--- src/rtl/dma_pkg.sv ---
package dma_pkg;
  localparam int DW = 32;
  localparam int BEW = DW / 8;

  localparam logic [2:0] RA_SRC  = 3'd0;
  localparam logic [2:0] RA_DST  = 3'd1;
  localparam logic [2:0] RA_CNT  = 3'd2;
  localparam logic [2:0] RA_BLK  = 3'd3;
  localparam logic [2:0] RA_CTRL = 3'd4;
  localparam logic [2:0] RA_TRIG = 3'd5;

  localparam logic [1:0] MD_SINGLE = 2'd0;
  localparam logic [1:0] MD_SUCC   = 2'd1;
  localparam logic [1:0] MD_BLOCK  = 2'd2;

  localparam logic [1:0] DIR_UP   = 2'd1;
  localparam logic [1:0] DIR_DOWN = 2'd2;

  typedef struct packed {
    logic       hw_en;
    logic       dst_rld;
    logic       src_rld;
    logic [1:0] dst_dir;
    logic [1:0] src_dir;
    logic [1:0] mode;
    logic [1:0] size;
  } ctrl_t;

  localparam int CTRL_W = $bits(ctrl_t);

  function automatic logic [2:0] unit_bytes(input logic [1:0] sz);
    case (sz)
      2'd0:    return 3'd1;
      2'd1:    return 3'd2;
      default: return 3'd4;
    endcase
  endfunction

  function automatic logic [BEW-1:0] lane_be(input logic [1:0] sz, input logic [1:0] lane);
    case (sz)
      2'd0:    return 4'b0001 << lane;
      2'd1:    return 4'b0011 << {lane[1], 1'b0};
      default: return 4'b1111;
    endcase
  endfunction
endpackage

--- src/rtl/dma_addr_unit.sv ---
module dma_addr_unit
  import dma_pkg::*;
#(
  parameter int AW = 32
) (
  input  logic          clk_i,
  input  logic          rst_ni,
  input  logic          ld_i,
  input  logic [AW-1:0] ld_val_i,
  input  logic          step_i,
  input  logic          rld_i,
  input  logic [1:0]    dir_i,
  input  logic [1:0]    size_i,
  output logic [AW-1:0] cur_o
);
  logic [AW-1:0] init_q, cur_q;
  logic [AW-1:0] delta;

  assign delta = {{(AW-3){1'b0}}, unit_bytes(size_i)};

  always_ff @(posedge clk_i or negedge rst_ni) begin
    if (!rst_ni) begin
      init_q <= '0;
      cur_q  <= '0;
    end else if (ld_i) begin
      init_q <= ld_val_i;
      cur_q  <= ld_val_i;
    end else if (rld_i) begin
      cur_q <= init_q;  // restore wins over the final step
    end else if (step_i) begin
      case (dir_i)
        DIR_UP:   cur_q <= cur_q + delta;
        DIR_DOWN: cur_q <= cur_q - delta;
        default:  cur_q <= cur_q;
      endcase
    end
  end

  assign cur_o = cur_q;
endmodule

--- src/rtl/dma_cfg_regs.sv ---
module dma_cfg_regs
  import dma_pkg::*;
#(
  parameter int AW = 32,
  parameter int CW = 16
) (
  input  logic          clk_i,
  input  logic          rst_ni,
  input  logic          we_i,
  input  logic [2:0]    addr_i,
  input  logic [DW-1:0] wdata_i,
  input  logic          busy_i,
  input  logic          hw_req_i,
  input  logic [AW-1:0] src_cur_i,
  input  logic [AW-1:0] dst_cur_i,
  input  logic [CW-1:0] cnt_i,
  input  logic [2:0]    status_i,
  output ctrl_t         ctrl_o,
  output logic [CW-1:0] blk_o,
  output logic          ld_src_o,
  output logic          ld_dst_o,
  output logic          cnt_wr_o,
  output logic          trig_o,
  output logic [DW-1:0] rdata_o
);
  ctrl_t         ctrl_q;
  logic [CW-1:0] blk_q;
  logic          hw_q;
  logic          wr_ok;

  assign wr_ok = we_i && !busy_i;

  always_ff @(posedge clk_i or negedge rst_ni) begin
    if (!rst_ni) begin
      ctrl_q <= '0;
      blk_q  <= '0;
      hw_q   <= 1'b0;
    end else begin
      hw_q <= hw_req_i;
      if (wr_ok && addr_i == RA_CTRL) ctrl_q <= ctrl_t'(wdata_i[CTRL_W-1:0]);
      if (wr_ok && addr_i == RA_BLK)  blk_q  <= wdata_i[CW-1:0];
    end
  end

  assign ld_src_o = wr_ok && addr_i == RA_SRC;
  assign ld_dst_o = wr_ok && addr_i == RA_DST;
  assign cnt_wr_o = wr_ok && addr_i == RA_CNT;
  assign trig_o   = (we_i && addr_i == RA_TRIG && wdata_i[0])
                  || (ctrl_q.hw_en && hw_req_i && !hw_q);

  always_comb begin
    case (addr_i)
      RA_SRC:  rdata_o = DW'(src_cur_i);
      RA_DST:  rdata_o = DW'(dst_cur_i);
      RA_CNT:  rdata_o = DW'(cnt_i);
      RA_BLK:  rdata_o = DW'(blk_q);
      RA_CTRL: rdata_o = DW'(ctrl_q);
      RA_TRIG: rdata_o = DW'(status_i);
      default: rdata_o = '0;
    endcase
  end

  assign ctrl_o = ctrl_q;
  assign blk_o  = blk_q;
endmodule

--- src/rtl/dma_xfer_fsm.sv ---
module dma_xfer_fsm
  import dma_pkg::*;
#(
  parameter int AW = 32,
  parameter int CW = 16
) (
  input  logic           clk_i,
  input  logic           rst_ni,
  input  logic           trig_i,
  input  ctrl_t          ctrl_i,
  input  logic [CW-1:0]  blk_i,
  input  logic           cnt_wr_i,
  input  logic [CW-1:0]  cnt_val_i,
  input  logic [AW-1:0]  src_addr_i,
  input  logic [AW-1:0]  dst_addr_i,
  input  logic [DW-1:0]  bus_rdata_i,
  input  logic           bus_rdy_i,
  output logic           bus_req_o,
  output logic           bus_we_o,
  output logic [AW-1:0]  bus_addr_o,
  output logic [BEW-1:0] bus_be_o,
  output logic [DW-1:0]  bus_wdata_o,
  output logic           step_o,
  output logic           src_rld_o,
  output logic           dst_rld_o,
  output logic           busy_o,
  output logic [2:0]     status_o,
  output logic [CW-1:0]  cnt_o,
  output logic           ack_no,
  output logic           end_no
);
  typedef enum logic [1:0] {ST_IDLE, ST_RD, ST_WR} st_e;

  st_e           st_q;
  logic [CW-1:0] cnt_q, units_q, units_init;
  logic [DW-1:0] hold_q;
  logic          pend_q, done_q, ack_q;
  logic          go, accept, wr_done, last, is_blk, is_succ, runs_restore;

  assign is_succ      = ctrl_i.mode == MD_SUCC;
  assign is_blk       = ctrl_i.mode == MD_BLOCK;
  assign runs_restore = is_succ || is_blk;
  assign go           = trig_i || pend_q;
  assign accept       = st_q == ST_IDLE && !cnt_wr_i && go && cnt_q != '0;
  assign wr_done      = st_q == ST_WR && bus_rdy_i;
  assign last         = units_q == CW'(1);

  always_comb begin
    if (is_succ)     units_init = cnt_q;
    else if (is_blk) units_init = (blk_i == '0) ? CW'(1) : blk_i;
    else             units_init = CW'(1);
  end

  always_ff @(posedge clk_i or negedge rst_ni) begin
    if (!rst_ni) begin
      st_q    <= ST_IDLE;
      cnt_q   <= '0;
      units_q <= '0;
      hold_q  <= '0;
      pend_q  <= 1'b0;
      done_q  <= 1'b0;
      ack_q   <= 1'b0;
    end else begin
      ack_q <= accept;
      if (st_q != ST_IDLE && trig_i) pend_q <= 1'b1;
      case (st_q)
        ST_IDLE: begin
          if (cnt_wr_i) begin
            cnt_q  <= cnt_val_i;
            done_q <= 1'b0;
            if (trig_i) pend_q <= 1'b1;
          end else if (go) begin
            pend_q <= 1'b0;  // a trigger with zero count is dropped here
            if (accept) begin
              st_q    <= ST_RD;
              units_q <= units_init;
            end
          end
        end
        ST_RD: begin
          if (bus_rdy_i) begin
            hold_q <= bus_rdata_i >> {src_addr_i[1:0], 3'b000};
            st_q   <= ST_WR;
          end
        end
        ST_WR: begin
          if (bus_rdy_i) begin
            units_q <= units_q - CW'(1);
            if (!is_blk || last) cnt_q <= cnt_q - CW'(1);
            if (last) begin
              st_q <= ST_IDLE;
              if (cnt_q == CW'(1)) done_q <= 1'b1;
            end else begin
              st_q <= ST_RD;
            end
          end
        end
        default: st_q <= ST_IDLE;
      endcase
    end
  end

  assign bus_req_o   = st_q != ST_IDLE;
  assign bus_we_o    = st_q == ST_WR;
  assign bus_addr_o  = bus_we_o ? dst_addr_i : src_addr_i;
  assign bus_be_o    = lane_be(ctrl_i.size, bus_addr_o[1:0]);
  assign bus_wdata_o = hold_q << {dst_addr_i[1:0], 3'b000};
  assign step_o      = wr_done;
  assign src_rld_o   = wr_done && last && runs_restore && ctrl_i.src_rld;
  assign dst_rld_o   = wr_done && last && runs_restore && ctrl_i.dst_rld;
  assign busy_o      = st_q != ST_IDLE;
  assign status_o    = {pend_q, done_q, busy_o};
  assign cnt_o       = cnt_q;
  assign ack_no      = !ack_q;
  assign end_no      = !(st_q == ST_WR && last);
endmodule

--- src/rtl/dma_dual_chan.sv ---
module dma_dual_chan
  import dma_pkg::*;
#(
  parameter int AW = 32,
  parameter int CW = 16
) (
  input  logic          clk_i,
  input  logic          rst_ni,
  input  logic          cfg_we_i,
  input  logic [2:0]    cfg_addr_i,
  input  logic [31:0]   cfg_wdata_i,
  output logic [31:0]   cfg_rdata_o,
  input  logic          hw_req_i,
  output logic          bus_req_o,
  output logic          bus_we_o,
  output logic [AW-1:0] bus_addr_o,
  output logic [3:0]    bus_be_o,
  output logic [31:0]   bus_wdata_o,
  input  logic [31:0]   bus_rdata_i,
  input  logic          bus_rdy_i,
  output logic          ack_no,
  output logic          end_no
);
  localparam int NSIDE = 2;  // 0 = source, 1 = destination

  ctrl_t         ctrl;
  logic [CW-1:0] blk, cnt;
  logic [2:0]    status;
  logic          busy, cnt_wr, trig, step;
  logic [NSIDE-1:0]         ld, rld;
  logic [NSIDE-1:0][1:0]    dir;
  logic [NSIDE-1:0][AW-1:0] cur;

  assign dir[0] = ctrl.src_dir;
  assign dir[1] = ctrl.dst_dir;

  dma_cfg_regs #(.AW(AW), .CW(CW)) u_regs (
    .clk_i     (clk_i),
    .rst_ni    (rst_ni),
    .we_i      (cfg_we_i),
    .addr_i    (cfg_addr_i),
    .wdata_i   (cfg_wdata_i),
    .busy_i    (busy),
    .hw_req_i  (hw_req_i),
    .src_cur_i (cur[0]),
    .dst_cur_i (cur[1]),
    .cnt_i     (cnt),
    .status_i  (status),
    .ctrl_o    (ctrl),
    .blk_o     (blk),
    .ld_src_o  (ld[0]),
    .ld_dst_o  (ld[1]),
    .cnt_wr_o  (cnt_wr),
    .trig_o    (trig),
    .rdata_o   (cfg_rdata_o)
  );

  for (genvar g = 0; g < NSIDE; g++) begin : g_side
    dma_addr_unit #(.AW(AW)) u_addr (
      .clk_i    (clk_i),
      .rst_ni   (rst_ni),
      .ld_i     (ld[g]),
      .ld_val_i (cfg_wdata_i[AW-1:0]),
      .step_i   (step),
      .rld_i    (rld[g]),
      .dir_i    (dir[g]),
      .size_i   (ctrl.size),
      .cur_o    (cur[g])
    );
  end

  dma_xfer_fsm #(.AW(AW), .CW(CW)) u_fsm (
    .clk_i       (clk_i),
    .rst_ni      (rst_ni),
    .trig_i      (trig),
    .ctrl_i      (ctrl),
    .blk_i       (blk),
    .cnt_wr_i    (cnt_wr),
    .cnt_val_i   (cfg_wdata_i[CW-1:0]),
    .src_addr_i  (cur[0]),
    .dst_addr_i  (cur[1]),
    .bus_rdata_i (bus_rdata_i),
    .bus_rdy_i   (bus_rdy_i),
    .bus_req_o   (bus_req_o),
    .bus_we_o    (bus_we_o),
    .bus_addr_o  (bus_addr_o),
    .bus_be_o    (bus_be_o),
    .bus_wdata_o (bus_wdata_o),
    .step_o      (step),
    .src_rld_o   (rld[0]),
    .dst_rld_o   (rld[1]),
    .busy_o      (busy),
    .status_o    (status),
    .cnt_o       (cnt),
    .ack_no      (ack_no),
    .end_no      (end_no)
  );
endmodule

--- config.mk ---
export PLATFORM = sky130hd
export DESIGN_NAME = dma_dual_chan
export DESIGN_NICKNAME = d
export VERILOG_FILES = /design/src/rtl/dma_pkg.sv /design/src/rtl/dma_addr_unit.sv /design/src/rtl/dma_cfg_regs.sv /design/src/rtl/dma_xfer_fsm.sv /design/src/rtl/dma_dual_chan.sv
export SDC_FILE = /design/constraint.sdc
export NUM_CORES = 1
export LEC_CHECK = 0
export BUFFER_PORTS_ARGS = -buffer_cell sky130_fd_sc_hd__buf_2
export CORE_ASPECT_RATIO = 0.9
export CORE_MARGIN = 2
export CORE_UTILIZATION = 53
export CTS_CLUSTER_SIZE = 25
export DETAILED_ROUTE_END_ITERATION = 8
export HOLD_SLACK_MARGIN = 0.06
export PLACE_DENSITY = 0.7
export REMOVE_ABC_BUFFERS = 1
export SLEW_MARGIN = 20
export SYNTH_ARGS = -nofsm -noshare
export SYNTH_HDL_FRONTEND = slang
export SYNTH_HIERARCHICAL = 1
export SYNTH_SLANG_ARGS = --single-unit
--- constraint.sdc ---
create_clock -name clk_i -period 7.8 [get_ports clk_i]
set_input_delay 0.39 -clock clk_i [delete_from_list [all_inputs] [get_ports clk_i]]
set_output_delay 0.39 -clock clk_i [all_outputs]
set_load 0.01 [all_outputs]
==> impl_metrics.tcl, run 1 <==
set metrics [dict create \
    switching_power_w 0.00432 \
    seqPwrFrac_pct 26.8 \
    crit_path_max_fanout 64 \
    cts_setup_buffers 0 \
    path_delay_family "simple AND/OR/NAND/NOR gates" \
    track_usage_pct 31.0 \
    relSlewSlack_pct 22.6 \
    cpPeakStageDelay_ns 0.79 \
    clk-insertion-delay-late_ns 0.54 \
    drt-total-wl_um 52400 \
    drt_first_iter_violations 1582 \
    final_area_um2 18500 \
    setup_tns_ns 0 \
    setup-violations-final 0 \
    core_um2 31000 \
    comb_power_share_pct 59.0 \
    synth_area_um2 16700 \
    cp.arrival_ns 5.45 \
    clk_pin_slew_ns 0.06 \
    clock_power_share_pct 14.2 \
    synth_cells 1929 \
    synthToLayoutAreaGrowth_pct 10.6 \
    synthXorXnorAreaFrac_pct 2.72 \
    cp-end-kind "register" \
    numPortBuffers 175 \
    grt_pass1_vias 14500 \
    grt_pass1_wl_um 82000 \
    cts_buffers 27 \
    final_cells 2452 \
    synth_flop_cell "dfrtp_1" \
    fin_skew_ns 0.0259 \
    rsz0062_at_grt "false" \
    p_leak_nw 8.27 \
    cp-start-kind "register" \
    synth_compound_area_share_pct 23.4 \
    clock-root-buffer "clkbuf_16" \
    hp-class "input pin to register" \
    drt_first_pass_iters 7 \
    ys_seq_area_share_pct 33.6 \
    synth_edf_count 0 \
    slowest_stage "nor3b_2" \
    ir_drop_uv 265 \
    synthDistinctLibCells 106 \
    die-area_um2 33000 \
    nFillCells 2817 \
    gr-total-overflow 0 \
    wl_per_cell_um 21.4 \
    cap_violations 0 \
    hold_viol_final 0 \
    place_area_um2 17600 \
    cts_tree "yes" \
    htreeDepth 1 \
    viasPerCell 6.39 \
    worstMarginPinSlew_ns 1.16 \
    drv_slew 0 \
    post-dp-hpwl_um 37500 \
    clk_path_buf_depth 3 \
    vias 15700 \
    post-place-ws_ns 2.98 \
    antenna_found_initial 1 \
    clock-sinks 225 \
    antenna_left 0 \
    initial_utilization_pct 54.1 \
    path_cells "nand2b_2 > inv_4 > nand2_1 > or2_2 > nor3b_2 > buf_4 > nor2_1 > nand2_1 > o21ai_0 > o21ai_0" \
    synth-simple-area-share_pct 17.9 \
    row_count 61 \
    dieHeight_um 173 \
    layout_min_cycle_time_ns 5.01 \
    drc 0 \
    synth_top_family_by_area "compound AO/OA/AOI/OAI gates" \
    synthAdderAreaFrac_pct 5.62 \
    worstSetupPathType "register to register" \
    path_buf_inv 2 \
    p_int_w 0.00471 \
    synth-seq-cells 225 \
    layout_setup_ws_ns 2.79 \
    grt_max_degree 81 \
    gp_congestion 0.948 \
    synth.area.mux_share_pct 11.0 \
    placed_cells 2400 \
    pin_count 176 \
    yosys_warnings 6 \
    swShare_pct 47.9 \
    layout.nets 2168 \
    cp_data_required_time_ns 8.24 \
    postSynthAreaPerCell_um2 8.68 \
    final.period_utilization_pct 64.3 \
    async_flop_share_pct 100 \
    cts_resized 0 \
    status "complete, no violations" \
    p_per_area_nw_per_um2 488 \
    drive_gt1_share_pct 19.0 \
    clock.fmax_mhz 200 \
    die_w_um 191 \
]
[Yosys cell counts, types with 10 or more instances]
master / n / share of area [%]
a211oi_1: 32 / 1.4
a21o_1: 27 / 1.2
a21oi_1: 145 / 4.3
a221oi_1: 12 / 0.63
a22oi_1: 11 / 0.49
a31oi_1: 22 / 0.82
and2_1: 16 / 0.60
buf_2: 17 / 0.51
buf_4: 13 / 0.58
buf_6: 12 / 0.81
clkbuf_1: 73 / 1.6
dfrtp_1: 225 / 34
ha_1: 72 / 5.4
inv_1: 63 / 1.4
mux2_2: 76 / 5.1
mux2_4: 10 / 0.90
mux2i_1: 72 / 4.3
nand2_1: 270 / 6.1
nand3_1: 27 / 0.81
nand3b_1: 16 / 0.72
nand4_1: 15 / 0.56
nor2_1: 142 / 3.2
nor2b_1: 30 / 1.1
nor3_1: 27 / 0.81
nor3b_1: 10 / 0.45
nor4_1: 13 / 0.49
o211ai_1: 26 / 1.2
o21a_1: 14 / 0.63
o21ai_0: 134 / 4.0
o21bai_1: 13 / 0.58
o221ai_1: 14 / 0.73
o22ai_1: 38 / 1.4
o31ai_1: 20 / 0.90
xnor2_1: 32 / 1.7
xor2_1: 20 / 1.0
[power by group through the flow]
stage / clock network, W / registers [W] / logic, W
final: 0.00128 / 0.00242 / 0.00533
after global routing: 0.00134 / 0.00249 / 0.00588
after CTS: 0.00130 / 0.00239 / 0.00526
after detailed placement: 0 / 0.00241 / 0.00521
after global placement: 0 / 0.00239 / 0.00516
after floorplan: 0 / 0.00219 / 0.00383
[per-stage QoR]
stage | hold WS (ns) | utilization (%) | total power (W)
3_3_place_gp | 0.397 | 56.8 | 0.00755
4_1_cts | 0.127 | 59.7 | 0.00896
3_5_place_dp | 0.399 | 56.8 | 0.00762
5_1_grt | 0.150 | 59.8 | 0.00971
6_report | 0.140 | 59.8 | 0.00904
2_1_floorplan | 0.0944 | - | 0.00602
[metal layers]
layer | GRT usage, % | wire, um | share of wire [%] | up-vias
li1 | - | - | - | 7267
met1 | 48.3 | 24100 | 46 | 7638
met2 | 44.8 | 22500 | 43 | 663
met3 | 4.49 | 4440 | 8.5 | 90
met4 | 8.11 | 1310 | 2.5 | 0
met5 | 0 | 0 | 0 | -
[logic make-up (layout without fill, tap and decap cells)]
family | after synthesis | in the layout
buf+inv | 195 | 306
other cells | 0 | 3
xor+xnor | 52 | 52
flops | 225 | 225
mux | 163 | 163
simple gates | 624 | 624
compound gates | 596 | 596
fa+ha+maj | 74 | 74
[worst min-delay path: stages]
cell and delay, ns:
buf_2 0.11, nand2_1 0.05, o21ai_0 0.06
[cell type report]
type / instances / area (um^2) / area share (%)
Multi-Input combinational cell: 1509 / 10200 / 55.0
Clock buffer: 38 / 777 / 4.20
Sequential cell: 225 / 5630 / 30.4
Clock inverter: 9 / 125 / 0.676
Inverter: 64 / 243 / 1.31
Timing Repair Buffer: 195 / 1040 / 5.64
Antenna cell: 3 / 7.51 / 0.0405
Tap cell: 409 / 512 / 2.76
[final timing paths]
check	start	to	slack (ns)	cells after the start
max	u_fsm/st_q[0]$_DFFE_PN0P_	g_side[1].u_addr/cur_o[14]$_DFFE_PN0P_	2.79	10
min	bus_rdata_i[25]	u_fsm/hold_q[25]$_DFFE_PN0P_	0.14	3
max reg2reg	u_fsm/st_q[0]$_DFFE_PN0P_	g_side[1].u_addr/cur_o[14]$_DFFE_PN0P_	2.79	10
min reg2reg	u_fsm/hold_q[25]$_DFFE_PN0P_	u_fsm/hold_q[25]$_DFFE_PN0P_	0.48	2
max in group asynchronous	rst_ni	u_fsm/hold_q[16]$_DFFE_PN0P_	5.93	3
min in group asynchronous	rst_ni	u_fsm/units_q[9]$_DFFE_PN0P_	0.40	2
[sequential cells by signal (all words and copies together), names as in the netlist]
register,count
u_regs/hw_q,1
u_fsm/pend_q,1
u_fsm/done_q,1
g_side.u_addr/cur_o,64
u_fsm/units_q,16
u_fsm/hold_q,32
u_fsm/cnt_o,16
u_regs/ctrl_o,11
u_fsm/ack_q,1
u_fsm/st_q,2
u_regs/blk_o,16
g_side.u_addr/init_q,64
[placed cells by master (no fill, tap or decap), drive strengths merged, types with 20 or more instances in the layout]
master and instances:
clkbuf 38, a21o 29, nand3 29, a31oi 22, xor2 20, o22ai 38, a21oi 148, mux2 86
buf 193, mux2i 72, a211oi 34, dfrtp 225, nor3 30, o211ai 27, o21ai 143, xnor2 32
ha 72, inv 64, o31ai 20, nor2 143, nand2 270, nor2b 30
[timing repair]
item | in CTS | in global routing
endpoints found under the hold margin | 71 | 0
hold buffers | 2 | 0
setup endpoints to repair | 0 | 0
Note: power is estimated with default switching activity, not from simulation.
==> inputs of run 2 (changes only) <==
Clock period 7.8 ns to 4.9 ns, I/O delays scaled along.
==> run 2 against run 1 <==
Critical path depth grew 2. Clock power grew 61%. Cell count up 1.2%. Flip-flop and latch count unchanged. Utilization rose by 0.98 points. Worst setup slack got worse by 1.6 ns. Via count is 1.3% higher. Hold slack worse by 0.065 ns. Die area stayed put. Clock skew grew 0.0058 ns.
==> impl_metrics.tcl, run 2 (synthesized netlist as in run 1, its figures left out) <==
set metrics [dict create \
    relSlewSlack_pct 23.7 \
    n_antenna_cell 0 \
    r2r_slack_ns 1.16 \
    r2r_cells 12 \
    cp-end-kind "register" \
    swShare_pct 48.0 \
    status "complete, no violations" \
    die_w_um 191 \
    setup-violations-final 0 \
    numPortBuffers 175 \
    switching_power_w 0.00694 \
    grt_pass1_vias 14900 \
    r2r-start "u_regs/ctrl_o[6]$_DFFE_PN0P_" \
    worstHoldPathCells 3 \
    layout.nets 2200 \
    pin_count 176 \
    wl_per_cell_um 21.6 \
    final.period_utilization_pct 76.4 \
    viasPerCell 6.39 \
    setup_tns_ns 0 \
    post-dp-hpwl_um 38200 \
    track_usage_pct 31.9 \
    clk-insertion-delay-late_ns 0.55 \
    drt_first_pass_iters 5 \
    cts_buffers 27 \
    gr-total-overflow 0 \
    utilization_pct 60.7 \
    grt_max_degree 119 \
    synthToLayoutAreaGrowth_pct 12.4 \
    clock_power_share_pct 14.2 \
    cp_data_required_time_ns 5.27 \
    r2r-end "g_side[1].u_addr/cur_o[31]$_DFFE_PN0P_" \
    die-area_um2 33000 \
    clk_path_buf_depth 3 \
    antenna_left 0 \
    min_to "g_side[0].u_addr/init_q[15]$_DFFE_PN0P_" \
    cap_violations 0 \
    vias 15900 \
    core_um2 31000 \
    htreeDepth 1 \
    drive_gt1_share_pct 19.1 \
    final_common_cell "nand2_1" \
    p_leak_nw 8.42 \
    fin_skew_ns 0.0317 \
    grt_pass1_wl_um 84300 \
    comb_power_share_pct 59.3 \
    drv_slew 0 \
    crit_path_max_fanout 17 \
    initial_utilization_pct 54.1 \
    antenna_found_initial 0 \
    drc 0 \
    placed_cells 2407 \
    drt-total-wl_um 53600 \
    hp-class "input pin to register" \
    final_area_um2 18800 \
    clock-sinks 225 \
    hp-start "cfg_wdata_i[15]" \
    dieHeight_um 173 \
    p_per_area_nw_per_um2 768 \
    cp.arrival_ns 4.11 \
    cts_setup_buffers 0 \
    whs_ns 0.0743 \
    clock-root-buffer "clkbuf_16" \
    seqPwrFrac_pct 26.5 \
    p_int_w 0.00753 \
    clk_pin_slew_ns 0.06 \
    place_area_um2 17600 \
    row_count 61 \
    drt_first_iter_violations 1643 \
    final_cells 2481 \
    cp-start-kind "register" \
    layout_min_cycle_time_ns 3.74 \
    gp_congestion 0.930 \
    cts_tree "yes" \
    hold_viol_final 0 \
    worstMarginPinSlew_ns 1.14 \
    worstSetupPathType "register to register" \
    rsz0062_at_grt "false" \
    ir_drop_uv 375 \
    final_cell_mix "270 x nand2_1, 225 x dfrtp_1, 174 x buf_2" \
    clock.fmax_mhz 267 \
]
-- run 2: cell count changes in the layout (fill, tap and decap cells not counted) --
cell,change
bufinv_16,-1
diode_2,-3
clkinv_2,-1
buf_6,-1
clkbuf_8,+3
buf_4,+8
inv_6,+1
clkbuf_1,-2
dlygate4sd3_1,+25
clkinvlp_4,-1
inv_8,+1
-- run 2: metrics by stage --
step	power [W]	worst slack (ns)
CTS	0.0143	1.20
finish	0.0145	1.16
global route	0.0155	0.971
floorplan	0.00958	-2.75
detailed placement	0.0121	1.20
global placement	0.0120	1.33
-- run 2: critical path: stages, from the launching register on --
cell	delay, ns
dfrtp_1	0.39
inv_1	0.08
ha_1	0.60
buf_4	0.34
ha_1	0.36
a21oi_4	0.20
o21bai_1	0.11
a221o_1	0.42
a2111oi_4	0.37
o21ai_2	0.12
a311oi_2	0.31
xnor2_1	0.18
a22oi_2	0.07
-- run 2: power by group through the flow --
stage                     clock network (W)  registers (W)  logic, W
after floorplan                           0        0.00349   0.00609
after global placement                    0        0.00378   0.00827
after detailed placement                  0        0.00381   0.00833
after CTS                           0.00209        0.00379   0.00843
after global routing                0.00216        0.00394   0.00942
final                               0.00206        0.00383   0.00857
-- run 2: worst max path at each step --
stage                                       from  depth (start not counted)  slack, ns                                endpoint
finish              u_regs/ctrl_o[6]$_DFFE_PN0P_                         12       1.16  g_side[1].u_addr/cur_o[31]$_DFFE_PN0P_
global placement    u_regs/ctrl_o[6]$_DFFE_PN0P_                         12       1.33  g_side[1].u_addr/cur_o[31]$_DFFE_PN0P_
floorplan              u_fsm/st_q[0]$_DFFE_PN0P_                          9      -2.75   g_side[1].u_addr/cur_o[2]$_DFFE_PN0P_
CTS                 u_regs/ctrl_o[6]$_DFFE_PN0P_                         12       1.20  g_side[1].u_addr/cur_o[31]$_DFFE_PN0P_
detailed placement  u_regs/ctrl_o[6]$_DFFE_PN0P_                         12       1.20  g_side[1].u_addr/cur_o[31]$_DFFE_PN0P_
global route        u_regs/ctrl_o[6]$_DFFE_PN0P_                         12       0.97  g_side[1].u_addr/cur_o[31]$_DFFE_PN0P_
-- run 2: layer usage --
layer  vias to the layer above  GRT usage, %  share of wire (%)
li1                       7317             -                  -
met1                      7745          49.1                 46
met2                       688          47.1                 43
met3                       106          3.94                7.8
met4                         0          8.43                2.6
met5                         -             0                  0
-- run 2: area by class of cell --
type / instances / area (um^2)
fillers: 2776 / 12200
inverters: 64 / 243
well taps: 409 / 512
clock inverters: 8 / 103
clock buffers: 39 / 811
multi-input cells: 1509 / 10200
flip-flops and latches: 225 / 5630
repair buffers: 227 / 1340
-- run 2: timing repair --
action | in CTS | in global routing
endpoints found under the setup margin | 0 | 0
hold buffers | 27 | 0
endpoints found under the hold margin | 171 | 0
gates resized for setup | 0 | 0
